### config.mk
export PLATFORM = sky130hd
export DESIGN_NAME = sar_bus_ctl
export DESIGN_NICKNAME = d
export VERILOG_FILES = /design/src/rtl/sar_ctl_pkg.sv /design/src/rtl/sar_start_sync.sv /design/src/rtl/sar_bit_stepper.sv /design/src/rtl/sar_out_latch.sv /design/src/rtl/sar_bus_ctl.sv
export SDC_FILE = /design/constraint.sdc
export NUM_CORES = 1
export LEC_CHECK = 0
export ABC_CLOCK_PERIOD_IN_PS = 1860
export CORE_ASPECT_RATIO = 1.5
export CORE_MARGIN = 2
export CORE_UTILIZATION = 30
export DETAILED_ROUTE_END_ITERATION = 8
export PLACE_DENSITY = 0.6
export SETUP_SLACK_MARGIN = 0.15
export SLEW_MARGIN = 30
export SYNTH_ARGS = -nofsm -noshare
export SYNTH_HDL_FRONTEND = slang
export SYNTH_SLANG_ARGS = --single-unit
### constraint.sdc
create_clock -name clk -period 1.86 [get_ports clk]
set_input_delay 0.279 -clock clk [delete_from_list [all_inputs] [get_ports clk]]
set_output_delay 0.279 -clock clk [all_outputs]
set_load 0.1 [all_outputs]
### src/rtl/sar_ctl_pkg.sv
package sar_ctl_pkg;
   parameter int unsigned SAR_W_DEF  = 8;   // result width
   parameter int unsigned SLOT_DEF   = 8;   // clocks per bit decision
   parameter int unsigned SLOT_MIN   = 2;
   parameter int unsigned SAR_W_MIN  = 2;
endpackage

### src/rtl/sar_start_sync.sv
// Slot divider plus two-stage start synchroniser.
module sar_start_sync #(
   parameter int unsigned SLOT_CLKS = sar_ctl_pkg::SLOT_DEF
) (
   input  logic clk,
   input  logic rst,
   input  logic hold,
   output logic tick,
   output logic inject
);
   localparam int unsigned CW = (SLOT_CLKS > 1) ? $clog2(SLOT_CLKS) : 1;
   localparam logic [CW-1:0] LAST = CW'(SLOT_CLKS - 1);

   logic [CW-1:0] div_q;
   logic          arm_q;
   logic          sync_q;

   assign tick   = (div_q == LAST);
   assign inject = tick && !hold && arm_q && sync_q;

   always_ff @(posedge clk) begin
      if (rst) begin
         div_q <= '0;
      end else if (tick) begin
         div_q <= '0;
      end else begin
         div_q <= div_q + 1'b1;
      end
   end

   always_ff @(posedge clk) begin
      if (rst) begin
         arm_q  <= 1'b0;
         sync_q <= 1'b0;
      end else if (hold) begin
         arm_q <= 1'b1;
         if (tick) sync_q <= arm_q;
      end else if (tick) begin
         if (arm_q && sync_q) begin
            arm_q  <= 1'b0;
            sync_q <= 1'b0;
         end else begin
            sync_q <= arm_q;
         end
      end
   end
endmodule

### src/rtl/sar_bit_stepper.sv
// Walking-one step register and successive-approximation register.
module sar_bit_stepper #(
   parameter int unsigned DATA_W = sar_ctl_pkg::SAR_W_DEF
) (
   input  logic              clk,
   input  logic              rst,
   input  logic              hold,
   input  logic              tick,
   input  logic              inject,
   input  logic              cmp,
   output logic [DATA_W-1:0] trial,
   output logic              busy,
   output logic              fin
);
   localparam logic [DATA_W-1:0] MSB_ONE = {1'b1, {(DATA_W-1){1'b0}}};

   logic [DATA_W-1:0] step_q;
   logic [DATA_W-1:0] sar_q;
   logic [DATA_W-1:0] sar_d;

   // per-bit next value: decide the active bit, tentatively set the next one
   for (genvar gi = 0; gi < DATA_W; gi++) begin : g_bit
      if (gi == DATA_W - 1) begin : g_top
         assign sar_d[gi] = step_q[gi] ? cmp : sar_q[gi];
      end else begin : g_low
         assign sar_d[gi] = step_q[gi] ? cmp : (step_q[gi+1] ? 1'b1 : sar_q[gi]);
      end
   end

   always_ff @(posedge clk) begin
      if (rst || hold) begin
         step_q <= '0;
         sar_q  <= '0;
         fin    <= 1'b0;
      end else begin
         fin <= tick && step_q[0];
         if (inject) begin
            step_q <= MSB_ONE;
            sar_q  <= MSB_ONE;
         end else if (tick && (|step_q)) begin
            step_q <= step_q >> 1;
            sar_q  <= sar_d;
         end
      end
   end

   assign trial = sar_q;
   assign busy  = |step_q;
endmodule

### src/rtl/sar_out_latch.sv
// Result register and interrupt flip-flop.
module sar_out_latch #(
   parameter int unsigned DATA_W = sar_ctl_pkg::SAR_W_DEF
) (
   input  logic              clk,
   input  logic              rst,
   input  logic              hold,
   input  logic              fin,
   input  logic              rd_sel,
   input  logic [DATA_W-1:0] word,
   output logic [DATA_W-1:0] latch_q,
   output logic              irq_q
);
   always_ff @(posedge clk) begin
      if (rst) begin
         latch_q <= '0;
      end else if (fin) begin
         latch_q <= word;
      end
   end

   // completion outranks the read clear; a hold outranks both
   always_ff @(posedge clk) begin
      if (rst || hold) begin
         irq_q <= 1'b0;
      end else if (fin) begin
         irq_q <= 1'b1;
      end else if (rd_sel) begin
         irq_q <= 1'b0;
      end
   end
endmodule

### src/rtl/sar_bus_ctl.sv
module sar_bus_ctl #(
   parameter int unsigned DATA_W    = sar_ctl_pkg::SAR_W_DEF,
   parameter int unsigned SLOT_CLKS = sar_ctl_pkg::SLOT_DEF
) (
   input  logic              clk,
   input  logic              rst,
   input  logic              cs_n,
   input  logic              wr_n,
   input  logic              rd_n,
   input  logic              cmp,
   output logic [DATA_W-1:0] trial,
   output logic              intr_n,
   output logic [DATA_W-1:0] db_out,
   output logic              db_oe
);
   if (DATA_W < sar_ctl_pkg::SAR_W_MIN) begin : g_bad_w
      $error("sar_bus_ctl: DATA_W too small");
   end
   if (SLOT_CLKS < sar_ctl_pkg::SLOT_MIN) begin : g_bad_slot
      $error("sar_bus_ctl: SLOT_CLKS too small");
   end

   logic              hold;
   logic              rd_sel;
   logic              tick;
   logic              inject;
   logic              busy;
   logic              fin;
   logic              irq_q;
   logic [DATA_W-1:0] latch_q;

   assign hold   = !cs_n && !wr_n;
   assign rd_sel = !cs_n && !rd_n;

   sar_start_sync #(.SLOT_CLKS(SLOT_CLKS)) u_start (
      .clk(clk), .rst(rst), .hold(hold), .tick(tick), .inject(inject)
   );

   sar_bit_stepper #(.DATA_W(DATA_W)) u_step (
      .clk(clk), .rst(rst), .hold(hold), .tick(tick), .inject(inject),
      .cmp(cmp), .trial(trial), .busy(busy), .fin(fin)
   );

   sar_out_latch #(.DATA_W(DATA_W)) u_out (
      .clk(clk), .rst(rst), .hold(hold), .fin(fin), .rd_sel(rd_sel),
      .word(trial), .latch_q(latch_q), .irq_q(irq_q)
   );

   assign intr_n = !irq_q;
   assign db_oe  = rd_sel;
   assign db_out = rd_sel ? latch_q : '0;
endmodule

# Yosys cells after proc, flatten, opt, wreduce, memory -nomap -nowiden
# Cells that the tools add are included.
# W data, S select, Z words.
# totals
in_bits	6
word_cells	81
regBits	31
out_inout_bits	18
# classes
addsub	1
muxes	27
n_reduce_logical	36
n_eq_ne	1
# op_table
cell	count
$mux W8	5
$mux W1	22
$reduce_bool A2 Y1	11
$reduce_and A2 Y1	8
$logic_and A1 B1 Y1	8
$reduce_or A8 Y1	1
$logic_not A1 Y1	5
$reduce_or A2 Y1	2
$add A3 B1 Y3 const B	1
$eq A3 B3 Y1 const B	1
$logic_or A1 B1 Y1	1

# Longest topological paths before layout
# Gate-level depths: netlist of run 1.
# logic_depth
depth_word	8
ltp_mapped	7
depth_no_buf	5

# By module
# A second synthesis of run 1 with hierarchy kept.
# unflattened
hier_cells	129
area_unflattened_um2	1333.8
# modules_own_cells
mod	seq_area_each_um2	area_per_inst_um2	instances	cells_per_inst
sar_bit_stepper	340.3	680.7	1	68
sar_out_latch	180.2	324.1	1	30
sar_start_sync	100.1	195.2	1	18
sar_bus_ctl	0.0	133.9	1	13

# Worst setup path after synthesis of run 1
# No wires, ideal clock.
# synth_path
kind	in2out
from	in cs_n
to	out db_out[0]
arrival_ns	2.605
required_ns	1.581
path_buffers	0
stages	2
path_slack_ns	-1.024
cell_sequence	nor2_1 > and2_1
# synth_via
elab_chain_cells	3
# synth_lines
element	line	rtl
from (decl)	sar_bus_ctl.sv:7	input logic cs_n,
$logic_not A1 Y1	sar_bus_ctl.sv:33	assign rd_sel = !cs_n && !rd_n;
$logic_and A1 B1 Y1	sar_bus_ctl.sv:33	
$mux W8	sar_bus_ctl.sv:51	assign db_out = rd_sel ? latch_q : '0;
to (decl)	sar_bus_ctl.sv:13	output logic [DATA_W-1:0] db_out,
# No other way between the ends.

# Worst setup path after layout of run 1
# layout_path
from	in rd_n
to	out db_out[7]
# layout_via
elab_chain_cells	3
# layout_lines
element	line	rtl
from (decl)	sar_bus_ctl.sv:9	input logic rd_n,
$logic_not A1 Y1	sar_bus_ctl.sv:33	
$logic_and A1 B1 Y1	sar_bus_ctl.sv:33	
$mux W8	sar_bus_ctl.sv:51	
# No other way between the ends.

==> flow_metrics.env, run 1 <==
export IMPL_outcome="finished clean"
export IMPL_synth_top_area_cell="dfxtp_1"
export IMPL_period_needed_ps=1641
export IMPL_cts_sinks=31
export IMPL_drtIter0Drc=30
export IMPL_path_max_fanout=9
export IMPL_dpl_hpwl_um=1839
export IMPL_antenna_found_initial=0
export IMPL_max_slew_margin_rel_pct=67.44
export IMPL_fmax_mhz=609.2
export IMPL_setup_viol=0
export IMPL_synth_area_leaders="dfxtp_1 (49%), mux2i_1 (12%), nor2_1 (5.6%), a221oi_1 (4.2%), and2_1 (4.0%)"
export IMPL_critPathLaunchType="input pin"
export IMPL_maxSlewViolCount=0
export IMPL_clock_root_buffer="clkbuf_8"
export IMPL_rows=28
export IMPL_die_h_um=83.45
export IMPL_skew_ps=3.022
export IMPL_worst_slack_ps=218.5
export IMPL_hold_class="reg -> reg"
export IMPL_multiInputGateArea_um2=588.1
export IMPL_grt_pass1_vias=958
export IMPL_viasPerCell=4.821
export IMPL_regArea_um2=620.6
export IMPL_rsz0062_at_grt="false"
export IMPL_total_power_w=0.001195
export IMPL_finalCritPeriodShare_pct=88.25
export IMPL_finalHoldViolCount=0
export IMPL_synthesis_nets=139
export IMPL_fp_coreArea_mm2=0.003994
export IMPL_final_cells=201
export IMPL_diodes=0
export IMPL_synth_top_area_share_pct=49.16
export IMPL_grt_pass1_wl_um=4243
export IMPL_syn_cell_area_mm2=0.001262
export IMPL_dp_cells=195
export IMPL_start_util_pct=31.61
export IMPL_ant_nets=0
export IMPL_setup_tns_ps=0
export IMPL_holdBufCountCts=0
export IMPL_drt_wl_total_um=2410
export IMPL_grt_max_degree=20
export IMPL_first_pass_iters=4
export IMPL_ioPinCount=24
export IMPL_yosysWarnings=0
export IMPL_grt_total_usage_pct=11.43
export IMPL_io_buffer_count=23
export IMPL_numCtsBuffers=5
export IMPL_synth_avg_cell_area_um2=9.637
export IMPL_min_path_cells=1
export IMPL_p_leak_nw=0.6138
export IMPL_cp_arrival_ps=1360
export IMPL_wl_per_cell_um=11.99
export IMPL_clock_latency_ps=280
export IMPL_grt_overflow_total=0
export IMPL_vias=969
export IMPL_ir_drop_v=0.0004423
export IMPL_fill_cells=396
export IMPL_htree_levels=2
export IMPL_drive_gt1_share_pct=25.00
export IMPL_required_ps=1580
export IMPL_synth_distinct_cells=25
export IMPL_cts_tree="yes"
export IMPL_dp_slack_ps=191.1
export IMPL_syn2layout_area_growth_pct=34.98
export IMPL_synth_seq_cells=31
export IMPL_finalNetCount=165
export IMPL_power_density_mw_per_mm2=701.3
export IMPL_reg2reg_depth=5
export IMPL_drc=0
export IMPL_worstMarginPinSlew_ps=487.8
export IMPL_endpoint_kind="output pin"
export IMPL_crit_type="in -> out"
export IMPL_clk_pin_slew_worst_paths_ps=60
export IMPL_cts_buffer_depth=2
export IMPL_die_area_mm2=0.004754
export IMPL_yosysSeqAreaShare_pct=49.16
export IMPL_syn_inst=131
export IMPL_maxCapViolations=0
export IMPL_die_width_um=56.97
export IMPL_gp_congestion=0.7239
flip-flops by register name (all words and copies together), names as in the netlist:
name	cells
u_step.trial	8
u_start.sync_q	1
u_out.latch_q	8
u_out.irq_q	1
u_step.step_q	8
u_start.div_q	3
u_step.fin	1
u_start.arm_q	1
cells in the mapped netlist:
cell type  count
and2_1         8
a211oi_2       1
nand2b_1       2
o21ai_1        1
mux2i_1       15
o21ai_0        8
a21o_1         2
nor2b_1        1
nor3_1         2
buf_2          5
nor2_1        19
nand2b_4       1
nor3b_1        2
a311oi_1       1
a221oi_1       6
nand2_1        3
clkbuf_1       1
nand3_1        2
dfxtp_1       31
ha_1           2
inv_1          9
a21oi_1        5
or4_1          2
buf_6          1
o21bai_4       1
final timing paths:
path,startpoint,end,slack [ps]
min reg2reg,u_start.div_q[0],u_start.div_q[0],440
max,rd_n,db_out[7],220
max reg2reg,u_start.div_q[0],u_step.trial[1],380
min,u_start.div_q[0],u_start.div_q[0],440
per-layer routing:
metal	routed length, µm	global-route usage [%]
met5	0	0
met4	80	8.245
met3	78	2.946
met2	1298	19.96
met1	952	11.21
worst max-delay path, stage by stage:
cell and delay (ps):
clkdlybuf4s50_1 460, nor2_4 240, and2_2 210, buf_12 170
stage by stage:
| stage | hold slack, ps | instance area (µm²) | util (%) |
|---|---|---|---|
| final | 436.1 | 1704 | 42.67 |
| after global routing | 470.4 | 1704 | 42.67 |
| after CTS | 439.5 | 1702 | 42.61 |
| after detailed placement | 432.7 | 1629 | 40.79 |
| after global placement | 411.7 | 1629 | 40.79 |
| after floorplan | 350.1 | 1280 | - |
kinds of logic after synthesis:
logic type / count (synthesis) / synth area share (%)
and+or+nand+nor: 42 / 17.05
DFF: 31 / 49.16
AOI/OAI and AO/OA: 25 / 14.07
buffers and inverters: 16 / 5.847
muxes: 15 / 11.89
adders and majority gates: 2 / 1.982
cell type report:
class | count | share of cell area, %
tap | 45 | 3.304
timing repair buffer | 26 | 19.53
inverter | 9 | 1.982
sequential | 31 | 36.42
multi-input combinational | 84 | 34.51
clock buffer | 6 | 4.258
timing repair:
item	CTS	global route
hold endpoints to repair	0	0
setup endpoints to repair	0	8
buffers inserted	0	0
gates resized for setup	0	1
power by group:
part	internal (W)	total, W	switching, W	leakage (nW)
registers	0.000672	0.000676	0.00000440	0.250
clock network	0.000248	0.000455	0.000207	0.0371
logic	0.0000288	0.0000638	0.0000351	0.326
total	0.000948	0.00120	0.000247	0.614
cell usage in the layout, fill, tap and decap left out, types with 2 or more instances in the layout:
cell type,count
a21o_1,2
a21oi_1,5
a221oi_1,6
and2_2,8
buf_12,10
buf_4,11
clkbuf_8,5
clkdlybuf4s50_1,5
dfxtp_1,31
ha_1,2
inv_1,9
mux2i_1,15
nand2_1,3
nand2b_1,2
nand3_1,2
nor2_1,18
nor3_1,2
nor3b_1,2
o21ai_0,8
or4_1,2
(Power assumes the default switching activity.)
==> run 2: changes to the inputs <==
CORE_ASPECT_RATIO = not set   (was 1.5)
==> run 2 against run 1 <==
Against the previous run: die area decreased by 0.22%; critical path depth unchanged; final cell count rose by 3.5%; clock power is 46% higher; sequential power about the same; via count increased by 2.2%; routed wire length rose by 1.6%; fmax about the same; sequential share of layout area fell by 0.81 points; worst hold slack lost 12 ps; largest power group unchanged.
==> flow_metrics.env, run 2 (synthesis gave the netlist of run 1 again) <==
export IMPL_outcome="finished clean"
export IMPL_numCtsBuffers=5
export IMPL_endpoint_kind="output pin"
export IMPL_maxSlewViolCount=0
export IMPL_p_int_w=0.001131
export IMPL_setup_viol=0
export IMPL_clk_pin_slew_worst_paths_ps=60
export IMPL_dpl_hpwl_um=1758
export IMPL_holdBufCountCts=0
export IMPL_pwr_share_seq_pct=48.1
export IMPL_finalNetCount=165
export IMPL_path_max_fanout=4
export IMPL_switching_share_pct=19.44
export IMPL_io_buffer_count=23
export IMPL_cp_arrival_ps=1360
export IMPL_power_density_mw_per_mm2=805.5
export IMPL_grt_total_usage_pct=11.88
export IMPL_grt_pass1_vias=959
export IMPL_first_pass_iters=4
export IMPL_start_util_pct=31.34
export IMPL_ioPinCount=24
export IMPL_vias=990
export IMPL_clock_latency_ps=280
export IMPL_syn2layout_area_growth_pct=38.06
export IMPL_drive_gt1_share_pct=25.95
export IMPL_fp_coreArea_mm2=0.004029
export IMPL_drtIter0Drc=24
export IMPL_final_cell_mix="dfxtp_1 (31), nor2_1 (18), mux2i_1 (15)"
export IMPL_p_switching_w=0.0002730
export IMPL_max_slew_margin_rel_pct=64.57
export IMPL_rows=23
export IMPL_drt_wl_total_um=2449
export IMPL_critPathLaunchType="input pin"
export IMPL_hold_class="reg -> reg"
export IMPL_clock_root_buffer="clkbuf_8"
export IMPL_final_common_cell="dfxtp_1"
export IMPL_antenna_found_initial=0
export IMPL_fill_cells=385
export IMPL_viasPerCell=4.760
export IMPL_crit_type="in -> out"
export IMPL_p_leak_nw=0.6345
export IMPL_postCtsSetupBuffers=0
export IMPL_cts_sinks=31
export IMPL_pwr_share_comb_pct=4.5
export IMPL_grt_pass1_wl_um=4133
export IMPL_maxCapViolations=0
export IMPL_die_width_um=68.87
export IMPL_wl_per_cell_um=11.77
export IMPL_htree_levels=2
export IMPL_grt_overflow_total=0
export IMPL_p_clk_share_pct=47.4
export IMPL_gp_congestion=0.6714
export IMPL_ir_drop_v=0.0002756
export IMPL_rsz0062_at_grt="false"
export IMPL_drc=0
export IMPL_fin_util_pct=43.26
export IMPL_diodes=0
export IMPL_setup_tns_ps=0
export IMPL_finalCritPeriodShare_pct=88.27
export IMPL_grt_max_degree=20
export IMPL_period_needed_ps=1642
export IMPL_die_h_um=68.87
export IMPL_cts_tree="yes"
export IMPL_ant_nets=0
export IMPL_required_ps=1580
export IMPL_skew_ps=6.873
export IMPL_fmax_mhz=609.1
export IMPL_worstMarginPinSlew_ps=530.4
export IMPL_cts_buffer_depth=2
export IMPL_die_area_mm2=0.004743
export IMPL_finalHoldViolCount=0
run 2: repair_timing:
| item | in CTS | in global routing |
|---|---|---|
| resized for setup | 2 | 0 |
| pin swaps | 1 | 1 |
| cloned | 1 | 0 |
| setup endpoints to repair | 8 | 1 |
run 2: path summary, 6_finish.rpt:
path                         start          endpoint  slack [ps]  cells after the start
setup / recovery              rd_n         db_out[1]         220                      4
hold / removal    u_start.div_q[0]  u_start.div_q[0]         420                      1
setup reg to reg  u_start.div_q[0]   u_step.trial[3]         280                      5
hold reg to reg   u_start.div_q[0]  u_start.div_q[0]         420                      1
run 2: area by class of cell:
| cell class | instances | area, µm² | area share [%] |
|---|---|---|---|
| inverter | 9 | 33.78 | 1.938 |
| timing repair buffer | 25 | 311.5 | 17.88 |
| multi-input combinational | 85 | 596.8 | 34.24 |
| clock buffer | 6 | 82.58 | 4.738 |
| tap | 50 | 62.56 | 3.589 |
| sequential | 31 | 620.6 | 35.61 |
| clock inverter | 2 | 35.03 | 2.010 |
run 2: critical path, cell delays in order:
cell             delay (ps)
clkdlybuf4s50_1         530
nor2_4                  200
and2_2                  190
buf_12                  170
run 2: per-stage QoR:
step	hold WS, ps	total power, W	instance area (µm²)	std cells	setup slack (ps)
6_report	424.1	0.001404	1743	208	218.2
3_5_place_dp	418.0	0.0007516	1615	199	96.41
4_1_cts	426.3	0.001429	1743	208	193.3
5_1_grt	452.1	0.001461	1743	208	170.5
2_1_floorplan	350.1	0.0007254	1280	131	180.5
3_3_place_gp	412.2	0.0007491	1615	199	133.3
run 2: power groups by stage:
stage                     combinational (W)  clock [W]  sequential (W)
after floorplan                   0.0000367          0        0.000689
after global placement            0.0000601          0        0.000689
after detailed placement          0.0000621          0        0.000689
after CTS                         0.0000651   0.000690        0.000675
after global routing              0.0000702   0.000716        0.000675
final                             0.0000638   0.000665        0.000675
run 2: metal layers:
layer	track usage, %	share of wire [%]	wire length (µm)	vias up
met5	0	0	0	-
met4	5.882	1.7	42	0
met3	4.058	6.9	170	5
met2	21.51	50	1235	26
met1	12.09	41	1001	454
li1	-	-	-	505
==> run 3: changes to the inputs <==
ABC_CLOCK_PERIOD_IN_PS = not set   (was 1860)
==> results of run 3 <==
Same layout as run 2: the final DEF is identical, and so are final timing and power.
